**config.mk**
```make
export PLATFORM = sky130hd
export DESIGN_NAME = vint_ctrl
export DESIGN_NICKNAME = d
export VERILOG_FILES = /design/src/rtl/vint_pkg.sv /design/src/rtl/vint_edge_cap.sv /design/src/rtl/vint_prio.sv /design/src/rtl/vint_mask_regs.sv /design/src/rtl/vint_ctrl.sv
export SDC_FILE = /design/constraint.sdc
export NUM_CORES = 1
export LEC_CHECK = 0
export ABC_AREA = 1
export CORE_AREA = 4 4 56 58
export DETAILED_ROUTE_END_ITERATION = 7
export DIE_AREA = 0 0 60 62
export DONT_BUFFER_PORTS = 1
export GPL_TIMING_DRIVEN = 0
export SLEW_MARGIN = 40
export SYNTH_ARGS = -nofsm -noshare
export SYNTH_HDL_FRONTEND = slang
export SYNTH_HIERARCHICAL = 1
export SYNTH_SLANG_ARGS = --single-unit
export TNS_END_PERCENT = 100
```
**constraint.sdc**
```tcl
create_clock -name clk -period 1.6 [get_ports clk]
set_input_delay 0.16 -clock clk [delete_from_list [all_inputs] [get_ports clk]]
set_output_delay 0.16 -clock clk [all_outputs]
set_load 0.05 [all_outputs]
```
**src/rtl/vint_pkg.sv**
```systemverilog
package vint_pkg;
  localparam int NSRC     = 5;
  localparam int VEC_W    = 16;
  localparam int VEC_STEP = 8;
  localparam int MASK_W   = 3;
  localparam int STAT_W   = MASK_W + 1 + MASK_W;

  // priority index: higher index wins
  localparam int SRC_EXT  = 0;
  localparam int SRC_R55  = 1;
  localparam int SRC_R65  = 2;
  localparam int SRC_R75  = 3;
  localparam int SRC_TRAP = 4;

  // restart vector = (doubled restart number) * step / 2
  function automatic logic [VEC_W-1:0] vec_of(input int idx);
    int half;
    if (idx == SRC_EXT)       half = 0;
    else if (idx == SRC_TRAP) half = 9;
    else                      half = 2 * idx + 9;
    return VEC_W'(half * (VEC_STEP / 2));
  endfunction
endpackage

```
**src/rtl/vint_edge_cap.sv**
```systemverilog
module vint_edge_cap (
  input  logic clk,
  input  logic rst_n,
  input  logic din,
  input  logic clr,
  output logic pend
);
  logic prev_q, lat_q, lat_n;

  always_comb begin
    if (clr) lat_n = 1'b0;
    else     lat_n = lat_q | (din & ~prev_q);
  end

  always_ff @(posedge clk or negedge rst_n) begin
    if (!rst_n) begin
      prev_q <= 1'b0;
      lat_q  <= 1'b0;
    end else begin
      prev_q <= din;
      lat_q  <= lat_n;
    end
  end

  assign pend = lat_q;
endmodule

```
**src/rtl/vint_prio.sv**
```systemverilog
module vint_prio #(
  parameter int N = 5
) (
  input  logic [N-1:0] elig,
  output logic [N-1:0] win,
  output logic         any
);
  genvar i;
  generate
    for (i = 0; i < N; i++) begin : g_win
      if (i == N - 1) begin : g_top
        assign win[i] = elig[i];
      end else begin : g_rest
        assign win[i] = elig[i] & ~(|elig[N-1:i+1]);
      end
    end
  endgenerate

  assign any = |elig;
endmodule

```
**src/rtl/vint_mask_regs.sv**
```systemverilog
module vint_mask_regs #(
  parameter int MW = 3
) (
  input  logic          clk,
  input  logic          rst_n,
  input  logic          wr,
  input  logic          ld,
  input  logic [MW-1:0] bits,
  input  logic          gie_set,
  input  logic          gie_clr,
  input  logic          accept,
  output logic [MW-1:0] mask,
  output logic          gie
);
  logic [MW-1:0] mask_q, mask_n;
  logic          gie_q, gie_n;
  logic          mask_en;

  assign mask_en = wr & ld;

  always_comb begin
    mask_n = mask_en ? bits : mask_q;
    if (accept || gie_clr) gie_n = 1'b0;
    else if (gie_set)      gie_n = 1'b1;
    else                   gie_n = gie_q;
  end

  always_ff @(posedge clk or negedge rst_n) begin
    if (!rst_n) begin
      mask_q <= '1;
      gie_q  <= 1'b0;
    end else begin
      mask_q <= mask_n;
      gie_q  <= gie_n;
    end
  end

  assign mask = mask_q;
  assign gie  = gie_q;
endmodule

```
**src/rtl/vint_ctrl.sv**
```systemverilog
module vint_ctrl
  import vint_pkg::*;
(
  input  logic              clk,
  input  logic              rst_n,
  input  logic              req_trap,
  input  logic              req_r75,
  input  logic              req_r65,
  input  logic              req_r55,
  input  logic              req_ext,
  input  logic              insn_end,
  input  logic              gie_set,
  input  logic              gie_clr,
  input  logic              mask_wr,
  input  logic              mask_ld,
  input  logic [MASK_W-1:0] mask_bits,
  input  logic              r75_clr,
  output logic              irq_take,
  output logic [VEC_W-1:0]  irq_vector,
  output logic              irq_ext_fetch,
  output logic [STAT_W-1:0] mask_status
);
  logic [NSRC-1:0]   elig, win;
  logic              any, accept;
  logic              trap_lat, r75_lat;
  logic [MASK_W-1:0] mask;
  logic              gie;
  logic [VEC_W-1:0]  vec_n;
  logic              take_q, ext_q;
  logic [VEC_W-1:0]  vec_q;

  vint_edge_cap u_trap_cap (
    .clk (clk), .rst_n (rst_n), .din (req_trap),
    .clr (accept & win[SRC_TRAP]), .pend (trap_lat)
  );

  vint_edge_cap u_r75_cap (
    .clk (clk), .rst_n (rst_n), .din (req_r75),
    .clr ((mask_wr & r75_clr) | (accept & win[SRC_R75])), .pend (r75_lat)
  );

  vint_mask_regs #(.MW(MASK_W)) u_regs (
    .clk (clk), .rst_n (rst_n), .wr (mask_wr), .ld (mask_ld),
    .bits (mask_bits), .gie_set (gie_set), .gie_clr (gie_clr),
    .accept (accept), .mask (mask), .gie (gie)
  );

  always_comb begin
    elig           = '0;
    elig[SRC_TRAP] = trap_lat & req_trap;
    elig[SRC_R75]  = r75_lat & ~mask[2] & gie;
    elig[SRC_R65]  = req_r65 & ~mask[1] & gie;
    elig[SRC_R55]  = req_r55 & ~mask[0] & gie;
    elig[SRC_EXT]  = req_ext & gie;
  end

  vint_prio #(.N(NSRC)) u_prio (.elig (elig), .win (win), .any (any));

  assign accept = insn_end & any;

  always_comb begin
    vec_n = '0;
    for (int i = 0; i < NSRC; i++)
      if (win[i]) vec_n = vec_n | vec_of(i);
  end

  always_ff @(posedge clk or negedge rst_n) begin
    if (!rst_n) begin
      take_q <= 1'b0;
      ext_q  <= 1'b0;
      vec_q  <= '0;
    end else begin
      take_q <= accept;
      ext_q  <= accept & win[SRC_EXT];
      if (accept) vec_q <= vec_n;
    end
  end

  assign irq_take      = take_q;
  assign irq_ext_fetch = ext_q;
  assign irq_vector    = vec_q;
  assign mask_status   = {r75_lat, req_r65, req_r55, gie, mask};
endmodule

```
Yosys cells after proc, flatten, opt, wreduce, memory -nomap -nowiden
Index checks and enable logic that the tools add are counted.
{"block": "word_totals", "ff_bits": 26, "input_bits": 16, "output_inout_bits": 25, "elab_cells": 61}
{"block": "op_classes", "mux": 11, "n_bitwise": 35, "n_reduce_logical": 6}
{"cell": "$mux 16", "count": 3}
{"cell": "$or 16x16->16", "count": 3}
{"cell": "$mux 14", "count": 3}
{"cell": "$and 1x1->1", "count": 20}
{"cell": "$not 1->1", "count": 9}
{"cell": "$mux 6", "count": 1}
{"cell": "$reduce_or 5->1", "count": 1}
{"cell": "$mux 1", "count": 4}
{"cell": "$reduce_or 4->1", "count": 1}
{"cell": "$or 1x1->1", "count": 3}
{"cell": "$reduce_or 3->1", "count": 1}
{"cell": "$reduce_bool 2->1", "count": 1}
{"cell": "$reduce_or 2->1", "count": 1}
{"cell": "$logic_or 1x1->1", "count": 1}

Logic depth before layout (Yosys ltp)
{"block": "depth", "ltp_word": 13, "mapped_depth": 9, "depth_no_buf": 9}

By module
The synthesis kept the hierarchy.
{"mod": "vint_ctrl", "instances": 1, "cells_per_inst": 54, "area_each_um2": 384.1, "seq_area_each_um2": 125.1}
{"mod": "vint_mask_regs", "instances": 1, "cells_per_inst": 19, "area_each_um2": 166.4, "seq_area_each_um2": 103.8}
{"mod": "vint_edge_cap", "instances": 2, "cells_per_inst": 6, "area_each_um2": 70.1, "seq_area_each_um2": 50.0}
{"mod": "vint_prio", "instances": 1, "cells_per_inst": 14, "area_each_um2": 60.1, "seq_area_each_um2": 0.0}

Worst setup path after synthesis
OpenSTA, ideal clock, no wires.
{"block": "synth_timing", "path_type": "register to register", "start": "register u_regs.mask_q[2] (netlist: u_regs/mask[2])", "end": "register u_r75_cap.lat_q (netlist: u_r75_cap/pend)", "setup_time_ns": 0.073, "arrival_ns": 1.383, "t_required_ns": 1.527, "path_slack_ns": 0.144, "stages_incl_launch_ff": 9, "path_buffers": 0, "synth_period_minus_slack_ns": 1.456, "path_cell_list": "dfstp_2 nor2_1 nor2_2 nand3_1 nand2_2 inv_2 nand2_1 nand2_1 a21oi_2"}
{"block": "synth_between", "elab_chain_len": 8, "elab_cells_between_ends": 9, "classes_between": "mux: 1; bitwise: 7; reduce/logical: 1"}
{"element": "start: declaration", "line_no": "vint_mask_regs.sv:15", "text": "logic [MW-1:0] mask_q, mask_n;"}
{"element": "start signal: assignment", "line_no": "vint_mask_regs.sv:33", "text": "mask_q <= mask_n;"}
{"element": "$not 1->1", "line_no": "vint_ctrl.sv:51", "text": "elig[SRC_R75] = r75_lat & ~mask[2] & gie;"}
{"element": "$and 1x1->1 (2 in series)", "line_no": "vint_ctrl.sv:51"}
{"element": "named net elig[3]", "line_no": "vint_ctrl.sv:23", "text": "logic [NSRC-1:0] elig, win;"}
{"element": "$reduce_or 5->1", "line_no": "vint_prio.sv:19", "text": "assign any = |elig;"}
{"element": "named net any", "line_no": "vint_ctrl.sv:24", "text": "logic any, accept;"}
{"element": "$and 1x1->1", "line_no": "vint_ctrl.sv:59", "text": "assign accept = insn_end & any;"}
{"element": "named net accept", "line_no": "vint_ctrl.sv:24"}
{"element": "$and 1x1->1", "line_no": "vint_ctrl.sv:39", "text": ".clr ((mask_wr & r75_clr) | (accept & win[SRC_R75])), .pend (r75_lat)"}
{"element": "$or 1x1->1", "line_no": "vint_ctrl.sv:39"}
{"element": "$mux 1", "line_no": "vint_edge_cap.sv:11", "text": "if (clr) lat_n = 1'b0;"}
{"element": "named net u_r75_cap.lat_n", "line_no": "vint_edge_cap.sv:8", "text": "logic prev_q, lat_q, lat_n;"}
{"element": "end signal: assignment", "line_no": "vint_edge_cap.sv:21", "text": "lat_q <= lat_n;"}
{"element": "end: declaration", "line_no": "vint_edge_cap.sv:8"}
The timed path passes the listed nets, and every way through them passes these cells.
A chain may end at the register's enable or synchronous reset.

Worst setup path in the final report
Same ends and word-level chain as after synthesis.

==> impl_metrics.toml <==
[global_route]
antenna_found_initial = 0
grt.busiest_layer = "met2"
globalRouteMet1Util_pct = 7.654
grt_max_degree = 14
globalRouteMet2Util_pct = 16.82
grtUsageTotal_pct = 8.596
grt_pass1_wl_mm = 2.339
grt.overflow.total = 0
grt_use_met3_pct = 4.545
grt_pass1_vias = 583

[cts]
clock_latency_ns = 0.27
clkTransAtPathRegs_ns = 0.08
clock-sinks = 13
cts_root_buffer = "clkbuf_4"
htree_levels = 1
cts_made_buffers = 3
cts_buffer_depth = 2
cts_tree = "built"

[synthesis]
ys_ff_latch = 13
syn_area_um2 = 750.7
yosysSeqAreaShare_pct = 43.83
yosys_warnings = 6
syn_avg_cell_area_um2 = 7.583
netlist_instances = 99
synthDistinctLibCells = 14

[pwr]
p_leak_nw = 0.5400
finalPower_w = 0.001065
ir_worst_vdd_mv = 0.6732
p_per_area_nw_per_um2 = 1076

[die]
die_area_um2 = 3720
pin_count = 41
initial_utilization_pct = 28.20
core-area_um2 = 2663
die_w_um = 60
dieHeight_um = 62
rows = 19

[drt]
ant_nets = 0
drt-total-wl_mm = 1.517
drt-initial-drc-count = 13
drc = 0
vias = 602
vias_per_cell = 3.859
first_pass_iters = 3
wl_per_cell_um = 9.724

[timing]
drv_slew = 0
period_needed_ns = 1.482
fmax_mhz = 674.7
setup_ws_ns = 0.1179
rsz0062_at_grt = "false"
hold_viol = 0
tns_ns = 0
setup_viol = 0
min_period_over_period_pct = 92.63
finClkSkew_ns = 0.006685
maxSlewHeadroom_pct = 61.69
worst_pin_slew_ns = 0.5727

[hold_path]
hold_start = "gie_clr"
hold_class = "input port to register"
min_path_cells = 3
hold_path_end = "u_regs/gie"

[place]
post-dp-hpwl_mm = 1.167
dp_slack_ns = 0.01529
placed_area_um2 = 830.8
port_buffers = 0
routabilityCongestion = 0.7162

[setup_path]
end_kind = "register"
critPathMaxFanout = 5
required_ns = 1.81
r2r-start = "u_regs/mask[2]"
reg2reg_to = "u_r75_cap/pend"
worstRegToRegCells = 8
start_kind = "register"
path_class = "register to register"
crit_arrival_ns = 1.69
setup.reg_to_reg.worst_slack_ns = 0.12

[flow_run]
max-cap-violations = 0

[cells_and_area]
nNetsFinal = 142
diodes = 0
stdcell_area_um2 = 989.7
fin_util_pct = 37.17
drive_above_1_share_pct = 31.20
area_growth_pct = 31.83

[run_status]
outcome = "finished, final reports clean"
-- per-layer routing --
layer,wire length (µm),share of wire (%)
met2,813,54
met5,0,0
met1,556,37
met3,109,7.2
met4,38,2.5
-- synthesized netlist by cell type --
library cell	n	area [µm²]
inv_1	15	56.30
o21ai_0	1	5.000
nand2_1	25	93.84
nor2_1	14	52.55
a21oi_2	2	17.52
o21ai_2	1	8.760
nor2_2	1	6.260
nand2_2	3	18.77
nand3_1	4	20.02
dfrtp_1	10	250.2
dfstp_2	3	78.83
inv_2	1	3.750
buf_4	18	135.1
conb_1	1	3.750
-- sequential cells by signal, indices dropped and copies added (netlist names) --
name               flops
u_r75_cap/prev_q       1
irq_take               1
irq_vector             3
irq_ext_fetch          1
u_trap_cap/pend        1
u_trap_cap/prev_q      1
u_regs/gie             1
u_regs/mask            3
u_r75_cap/pend         1
-- cell type report --
class                           instances  area (µm²)
Timing Repair Buffer                   11       105.1
Fill cell                             296        1673
Buffer                                 18       135.1
Inverter                               16       60.06
Multi-Input combinational cell         63       282.8
Tap cell                               31       38.79
Sequential cell                        13       340.3
Clock inverter                          1       5.005
Clock buffer                            3       22.52
-- worst max-delay path by stage --
stage / from / end / slack (ns)
3_5_place_dp: u_regs/mask[1] / u_r75_cap/pend / 0.02
4_1_cts: u_regs/mask[0] / u_r75_cap/pend / 0.02
5_1_grt: u_regs/mask[2] / u_r75_cap/pend / 0.003
3_3_place_gp: u_regs/mask[2] / u_r75_cap/pend / 0.04
2_1_floorplan: u_regs/mask[2] / u_r75_cap/pend / 0.14
6_report: u_regs/mask[2] / u_r75_cap/pend / 0.12
-- power breakdown --
part,internal (W),switching [W]
Sequential,0.000387,0.000148
Clock,0.0000925,0.000101
Combinational,0.000114,0.000222
-- cells in the final DEF, fill, tap and decap left out, drive strengths merged, types with 3 or more instances in the layout --
cell type	instances
nand3	4
dfstp	3
dfrtp	10
nor2	15
inv	16
buf	20
conb	12
clkbuf	3
nand2	28
dlygate4sd3	9
-- logic make-up (layout without fill, tap and decap cells) --
family,Yosys count,count (layout),synth area share (%)
other,1,12,0.4995
buffers and inverters,34,49,26.00
AND/OR/NAND/NOR,47,47,25.50
AO/OA/AOI/OAI,4,4,4.167
flip-flops,13,13,43.83
-- stage by stage --
stage	instances	hold slack (ns)
after floorplan	110	-0.1356
after global placement	141	-0.1352
after detailed placement	141	-0.1352
after CTS	156	0.009356
after global routing	156	0.01625
final	156	0.01396
-- repair_timing --
action                     in CTS  in global routing
hold buffers                    9                  0
setup buffers                   2                  0
pin swaps                       2                  3
hold endpoints to repair       18                  0
setup endpoints to repair       1                  6
resized for setup               0                  8
-- critical path: stages, from the launching register on --
cell and delay [ns]:
dfstp_4 0.72, nor2_2 0.07, nor2_2 0.12, nand3_1 0.10, nand2_2 0.11, inv_2 0.08, nand2_1 0.07, nand2_1 0.06
a21oi_2 0.09
(Power assumes the default switching activity.)
